## src/rtl/wdt_pkg.sv

```systemverilog
package wdt_pkg;

    localparam int MULT_W = 5;
    localparam int RES_W  = 2;
    localparam int CFG_W  = 1 + MULT_W + RES_W;
    localparam int MAX_SHIFT = 2 * ((1 << RES_W) - 1);
    localparam int TMO_W  = MULT_W + MAX_SHIFT;

    typedef struct packed {
        logic              steer;
        logic [MULT_W-1:0] mult;
        logic [RES_W-1:0]  res;
    } wdt_cfg_t;

    typedef enum logic {
        CNT_IDLE = 1'b0,
        CNT_RUN  = 1'b1
    } cnt_state_e;

    typedef enum logic [1:0] {
        ACT_NONE  = 2'd0,
        ACT_IRQ   = 2'd1,
        ACT_RESET = 2'd2
    } wdt_act_e;

    function automatic logic [TMO_W-1:0] tmo_ticks(input wdt_cfg_t c);
        logic [TMO_W-1:0] t;
        t = TMO_W'(c.mult);
        t = t << (2 * c.res);
        return t;
    endfunction

endpackage

```

## src/rtl/wdt_counter.sv

```systemverilog
module wdt_counter
    import wdt_pkg::*;
(
    input  logic     clk,
    input  logic     rst,
    input  logic     kick,
    input  wdt_cfg_t kick_cfg,
    input  logic     tick,
    output logic     expire,
    output logic     running
);

    cnt_state_e       state_q;
    logic [TMO_W-1:0] cnt_q;
    logic [TMO_W-1:0] load_val;

    assign load_val = tmo_ticks(kick_cfg);

    always_ff @(posedge clk) begin
        if (rst) begin
            state_q <= CNT_IDLE;
            cnt_q   <= '0;
        end else if (kick) begin
            if (load_val == '0) begin
                state_q <= CNT_IDLE;
                cnt_q   <= '0;
            end else begin
                state_q <= CNT_RUN;
                cnt_q   <= load_val;
            end
        end else if (state_q == CNT_RUN && tick) begin
            if (cnt_q == TMO_W'(1)) begin
                state_q <= CNT_IDLE;
                cnt_q   <= '0;
            end else begin
                cnt_q   <= cnt_q - TMO_W'(1);
            end
        end
    end

    assign expire  = (state_q == CNT_RUN) && tick && !kick && (cnt_q == TMO_W'(1));
    assign running = (state_q == CNT_RUN);

    AST_RUN_NONZERO: assert property (@(posedge clk) disable iff (rst)
        (state_q == CNT_RUN) |-> (cnt_q != '0));
    AST_IDLE_HOLDS: assert property (@(posedge clk) disable iff (rst)
        (state_q == CNT_IDLE && !kick) |=> (state_q == CNT_IDLE));
    AST_ZERO_MULT_IDLE: assert property (@(posedge clk) disable iff (rst)
        (kick && kick_cfg.mult == '0) |=> (state_q == CNT_IDLE));

endmodule

```

## src/rtl/wdt_cfg_reg.sv

```systemverilog
module wdt_cfg_reg
    import wdt_pkg::*;
(
    input  logic     clk,
    input  logic     rst,
    input  logic     wr,
    input  wdt_cfg_t wdata,
    input  logic     expire,
    output wdt_cfg_t cfg_q,
    output logic     flag_q
);

    always_ff @(posedge clk) begin
        if (rst) begin
            cfg_q  <= '0;
            flag_q <= 1'b0;
        end else if (wr) begin
            cfg_q  <= wdata;
            flag_q <= 1'b0;
        end else if (expire) begin
            flag_q <= 1'b1;
            if (cfg_q.steer) begin
                cfg_q <= '0;
            end
        end
    end

    AST_WRITE_CLEARS_FLAG: assert property (@(posedge clk) disable iff (rst)
        wr |=> !flag_q);
    AST_FLAG_STICKY: assert property (@(posedge clk) disable iff (rst)
        (flag_q && !wr) |=> flag_q);

endmodule

```

## src/rtl/wdt_expiry.sv

```systemverilog
module wdt_expiry
    import wdt_pkg::*;
(
    input  logic clk,
    input  logic rst,
    input  logic expire,
    input  logic steer,
    output logic rst_req,
    output logic irq,
    output logic century_clr
);

    wdt_act_e act_q;

    always_ff @(posedge clk) begin
        if (rst) begin
            act_q <= ACT_NONE;
        end else if (expire) begin
            act_q <= steer ? ACT_RESET : ACT_IRQ;
        end else begin
            act_q <= ACT_NONE;
        end
    end

    assign rst_req     = (act_q == ACT_RESET);
    assign century_clr = (act_q == ACT_RESET);
    assign irq         = (act_q == ACT_IRQ);

    AST_PULSE_SINGLE: assert property (@(posedge clk) disable iff (rst)
        (act_q != ACT_NONE) |=> (act_q == ACT_NONE));

endmodule

```

## src/rtl/wdog_enc_timer.sv

```systemverilog
module wdog_enc_timer
    import wdt_pkg::*;
(
    input  logic             clk,
    input  logic             rst,
    input  logic             cfg_wr,
    input  logic [CFG_W-1:0] cfg_wdata,
    input  logic             cfg_rd,
    output logic [CFG_W-1:0] cfg_rdata,
    input  logic             tick_16hz,
    output logic             rst_req,
    output logic             irq,
    output logic             century_clr,
    output logic             wdog_flag
);

    wdt_cfg_t cfg_q;
    wdt_cfg_t wr_cfg;
    wdt_cfg_t kick_cfg;
    logic     kick;
    logic     expire;
    logic     running;

    assign wr_cfg   = wdt_cfg_t'(cfg_wdata);
    assign kick     = cfg_wr | cfg_rd;
    assign kick_cfg = cfg_wr ? wr_cfg : cfg_q;

    wdt_cfg_reg u_cfg (
        .clk    (clk),
        .rst    (rst),
        .wr     (cfg_wr),
        .wdata  (wr_cfg),
        .expire (expire),
        .cfg_q  (cfg_q),
        .flag_q (wdog_flag)
    );

    wdt_counter u_cnt (
        .clk      (clk),
        .rst      (rst),
        .kick     (kick),
        .kick_cfg (kick_cfg),
        .tick     (tick_16hz),
        .expire   (expire),
        .running  (running)
    );

    wdt_expiry u_exp (
        .clk         (clk),
        .rst         (rst),
        .expire      (expire),
        .steer       (cfg_q.steer),
        .rst_req     (rst_req),
        .irq         (irq),
        .century_clr (century_clr)
    );

    assign cfg_rdata = CFG_W'(cfg_q);

    AST_ONE_ACTION: assert property (@(posedge clk) disable iff (rst)
        $onehot0({rst_req, irq}));
    AST_FLAG_WITH_PULSE: assert property (@(posedge clk) disable iff (rst)
        (rst_req || irq) |-> wdog_flag);
    AST_CFG_WIPED: assert property (@(posedge clk) disable iff (rst)
        rst_req |-> (cfg_rdata == '0));
    AST_IRQ_KEEPS_CFG: assert property (@(posedge clk) disable iff (rst)
        irq |-> (cfg_rdata == $past(cfg_rdata)));
    AST_KICK_BLOCKS: assert property (@(posedge clk) disable iff (rst)
        (cfg_wr || cfg_rd) |=> !(rst_req || irq));
    AST_IDLE_NO_PULSE: assert property (@(posedge clk) disable iff (rst)
        (!running && !cfg_wr && !cfg_rd) |=> !(rst_req || irq));

endmodule

```

## config.mk

```make
export PLATFORM = sky130hd
export DESIGN_NAME = wdog_enc_timer
export DESIGN_NICKNAME = d
export VERILOG_FILES = /design/src/rtl/wdt_pkg.sv /design/src/rtl/wdt_counter.sv /design/src/rtl/wdt_cfg_reg.sv /design/src/rtl/wdt_expiry.sv /design/src/rtl/wdog_enc_timer.sv
export SDC_FILE = /design/constraint.sdc
export NUM_CORES = 1
export LEC_CHECK = 0
export ABC_CLOCK_PERIOD_IN_PS = 4300
export BUFFER_PORTS_ARGS = -buffer_cell sky130_fd_sc_hd__buf_2
export CAP_MARGIN = 20
export CORE_MARGIN = 8
export CORE_UTILIZATION = 60
export CTS_CLUSTER_SIZE = 8
export DETAILED_ROUTE_END_ITERATION = 10
export PLACE_DENSITY = 0.84
export SYNTH_ARGS = -nofsm -noshare
export SYNTH_HDL_FRONTEND = slang
export SYNTH_HIERARCHICAL = 1
export SYNTH_SLANG_ARGS = --single-unit
```

## constraint.sdc

```tcl
create_clock -name clk -period 4.3 [get_ports clk]
set_input_delay 0.43 -clock clk [delete_from_list [all_inputs] [get_ports clk]]
set_output_delay 0.43 -clock clk [all_outputs]
set_load 0.005 [all_outputs]
```

After elaboration in Yosys (flattened, before gate mapping) --
Cells that the tools add are included.
Operators by class: shifts and indexed selects 1, multiplexer cells 13, add/sub/neg operators 1, reduce and logical (&&, ||, !) cells 13, equality and inequality tests 3, bitwise logic cells 2
Operator list (number):
- two-way mux 11 bit | 4
- two-way mux 8 bit | 2
- two-way mux 7 bit | 2
- == test 11 x 1 -> 1 bit (second input constant) | 1
- zero test 11 bit | 1
- left shift 5 x 3 -> 11 bit | 1
- subtractor 11 x 1 -> 11 bit (second input constant) | 1
- nonzero test 2 bit | 4
- two-way mux 1 bit | 4
- AND reduction 2 bit | 2
- OR reduction 2 bit | 2
- logical AND 1 bit | 3
- == test 2 x 1 -> 1 bit (second input constant) | 1
- == test 2 bit (second input constant) | 1
- two-way mux 2 bit | 1
- zero test 1 bit | 1
- inverter 1 bit | 1
- OR 1 bit | 1
Word-level totals: bits of input ports 13, output and inout port bits 12, word-level logic and storage cells 40, register bits after elaboration 23

Logic depth before layout (Yosys ltp) --
depth in word-level cells 6, mapped depth 8, mapped depth without buffers 8

Cells and area by module --
The synthesis kept the hierarchy.
Modules (own cells, without submodules):
- wdt_counter | seq. area each 240.2 sq um, area each 952.2 sq um, times used 1, cells an instance 121
- wdt_cfg_reg | seq. area each 180.2 sq um, area each 380.4 sq um, times used 1, cells an instance 38
- wdog_enc_timer | seq. area each 0.0 sq um, area each 137.6 sq um, times used 1, cells an instance 10
- wdt_expiry | seq. area each 40.0 sq um, area each 81.3 sq um, times used 1, cells an instance 7

Least setup slack after synthesis --
Ideal clock, no wire load.
kind input-to-reg, start point in cfg_wr, end point reg, netlist name u_cfg/cfg_q[0], stages 8, required time 4.177 ns, path buffers 2, arrival time 1.787 ns, path slack 2.390 ns, setup time 0.123 ns, path through buf_6 > or2_1 > inv_1 > clkbuf_1 > and3_1 > nand2_2 > nand3b_1 > a21oi_2
Between the ends: longest elaborated chain between the ends 6, elaborated cells between the ends (all ways) 8, those cells by class mux (1); bitwise (1); reduce/logical (6)
Ends and longest elaborated chain:
- start: declaration | RTL line wdog_enc_timer.sv:6 | input logic cfg_wr,
- OR 1 bit | RTL line wdog_enc_timer.sv:25 | assign kick = cfg_wr | cfg_rd;
- net kick | RTL line wdog_enc_timer.sv:20 | logic kick;
- zero test 1 bit | RTL line wdt_counter.sv:41 | assign expire = (state_q == CNT_RUN) && tick && !kick && (cnt_q == TMO_W'(1));
- logical AND 1 bit (2 in a row) | RTL line wdt_counter.sv:41
- net expire | RTL line wdog_enc_timer.sv:21 | logic expire;
- nonzero test 2 bit (no source line)
- AND reduction 2 bit (no source line)
The timed path passes the listed nets, and every way through them passes these cells. A chain may end at the register's enable or synchronous reset.

Worst setup path in the final report --
start point in cfg_wr, end point reg, netlist name u_cfg/cfg_q[2]
Between the ends: longest elaborated chain between the ends 6, elaborated cells between the ends (all ways) 8, those cells by class mux (1); bitwise (1); reduce/logical (6)
Ends and longest elaborated chain (RTL line):
- OR 1 bit | wdog_enc_timer.sv:25
- net kick | wdog_enc_timer.sv:20
- zero test 1 bit | wdt_counter.sv:41
- logical AND 1 bit (2 in a row) | wdt_counter.sv:41
- net expire | wdog_enc_timer.sv:21
- nonzero test 2 bit (no source line)
- AND reduction 2 bit (no source line)
The timed path passes the listed nets, and every way through them passes these cells.

==> results.toml <==
[timing]
finalCritPeriodShare_pct = 48.6
max-slew-margin-rel_pct = 63.1
fin_ws_ns = 2.21
fmax_mhz = 479
setup_violations = 0
tightest_slew_ns = 0.549
rsz0062_at_grt = "false"
hold_viol = 0
skew_ns = 0.00685
post-route-min-period_ns = 2.09
tns_ns = 0
drv_slew = 0

[clocking]
cts_resized = 0
cts_buffers = 3
cts_max_path_buffers = 2
h-tree-depth = 1
ctsRootBufferMaster = "clkbuf_4"
clock_latency_ns = 0.31
cts_sinks = 23
path_clk_slew_ns = 0.13
cts_tree = "built"
holdBufCountCts = 0
post_cts_buffers = 0

[floorplanning]
ios = 25
die_w_microns = 66.6
core_area_sq_mm = 0.00245
die-area_sq_mm = 0.00444
row_count = 18
initial_core_util_pct = 62.6
die_h_microns = 66.6

[setup_path]
path_class = "in2reg"
r2r_setup_slack_ns = 2.24
critPathLaunch = "cfg_wr"
r2r-start = "u_cnt/cnt_q[0]$_SDFFE_PP0P_"
crit_slowest_cell = "or2_1"
max_stage_delay_ns = 0.47
worstPathRequired_ns = 4.55
critPathMaxFanout = 25
worst_ep_arrival_time_ns = 2.34
endpoint_kind = "register"
crit_path_start_kind = "input pin"
cp_cell_sequence = "buf_2 -> or2_1 -> inv_1 -> and3_1 -> nand2_2 -> nand3b_1 -> a21oi_2"

[routing]
drt_iter0_drc = 117
drt_wl_total_mm = 3.53
via_per_inst = 6.39
wl_per_cell_microns = 15.8
drc_errors = 0
via_count = 1426
detail-route-antenna-nets = 0
first_pass_iters = 5

[pwr]
p_leak_uw = 0.000648
power.density_mw_per_mm2 = 291
ir_worst_vdd_v = 0.000199

[grt]
overflow = 0
grt_pass1_wl_mm = 6.02
grt_pass1_vias = 1421
grt_util_all_layers_pct = 16.8
antenna_found_initial = 0
grt_start_max_net_pins = 26

[placement]
dp_slack_ns = 1.93
place_hpwl_mm = 2.58
port_buffers = 24
gp_congestion = 0.949

[finish]
drive_gt1_share_pct = 26.4
syn_to_final_growth_pct = 7.65
n_antenna_cell = 0
fin_nets = 209
fillers = 217
multi_input_comb_area_sq_um = 998
seq_area_sq_um = 460

[worst_hold_path]
hold_path.startpoint = "cfg_wdata[7]"
hold_class = "in2reg"

[synth]
postSynthAreaPerCell_sq_um = 8.78
synth_fp_nets = 190
ys_warn_count = 6
synth_cells = 175
synth.cell_area_sq_mm = 0.00154

[run_status]
status = "completed"

[run]
maxCapViolations = 0
==> through the flow <==
step | std cells | hold slack, ns | instance area (sq um) | power (uW) | util (%)
floorplan | 175 | 0.470 | 1540 | 354 | -
global placement | 219 | 0.488 | 1630 | 377 | 66.3
detailed placement | 219 | 0.485 | 1630 | 382 | 66.3
CTS | 223 | 0.340 | 1650 | 482 | 67.4
global route | 223 | 0.364 | 1650 | 508 | 67.4
finish | 223 | 0.345 | 1650 | 481 | 67.4
==> report_power, final <==
| group | total, uW | switching [uW] | internal [uW] |
|---|---|---|---|
| registers | 240 | 14.7 | 225 |
| clock network | 101 | 64.6 | 36.2 |
| logic | 140 | 78.7 | 61.1 |
| total | 481 | 158 | 323 |
==> critical path, delay by kind of cell <==
family | cells | cell delay [ns]
buf+inv | 2 | 0.71
compound gates | 1 | 0.13
simple gates | 4 | 1.06
==> path summary, 6_finish.rpt <==
| path | end | cells past startpoint |
|---|---|---|
| min | u_cfg/cfg_q[7]$_SDFFE_PP0P_ | 3 |
| max reg2reg | u_cfg/cfg_q[5]$_SDFFE_PP0P_ | 7 |
| max | u_cfg/cfg_q[2]$_SDFFE_PP0P_ | 7 |
| min reg2reg | u_cfg/flag_q$_SDFFE_PP0P_ | 2 |
==> layout make-up <==
type                            instances  share of cell area, %
Tap cell                               30                   2.27
Sequential cell                        23                   27.8
Clock buffer                            4                   1.59
Multi-Input combinational cell        139                   60.4
Timing Repair Buffer                   24                   7.26
Inverter                                3                  0.681
==> per-layer routing <==
metal  part of all wire, %  GRT usage (%)  vias up  wire (microns)
met1                    43           19.4      660            1510
met3                   5.2           3.02       10             185
met5                     0              0        -               0
met2                    50           27.8       57            1750
li1                      -              -      699               -
met4                   2.5           10.1        0              87
==> cells in the final DEF, fill, tap and decap left out, types with 3 or more instances in the layout <==
master and instances:
mux2i_1 3, a21oi_1 6, nor3_1 5, nand3b_1 12, buf_2 24, nor2_1 14, nand2_1 17, nand3_1 5
inv_1 3, mux2_4 7, a31oi_1 7, nand2b_1 3, nand4_1 5, clkbuf_4 3, dfxtp_1 23, a21oi_2 7
==> registers in the layout, indices dropped and copies added, names as in the netlist <==
name           count
u_exp/act_q        2
u_cnt/cnt_q       11
u_cfg/cfg_q        8
u_cfg/flag_q       1
u_cnt/running      1
Note: power is estimated with default switching activity, not from simulation.
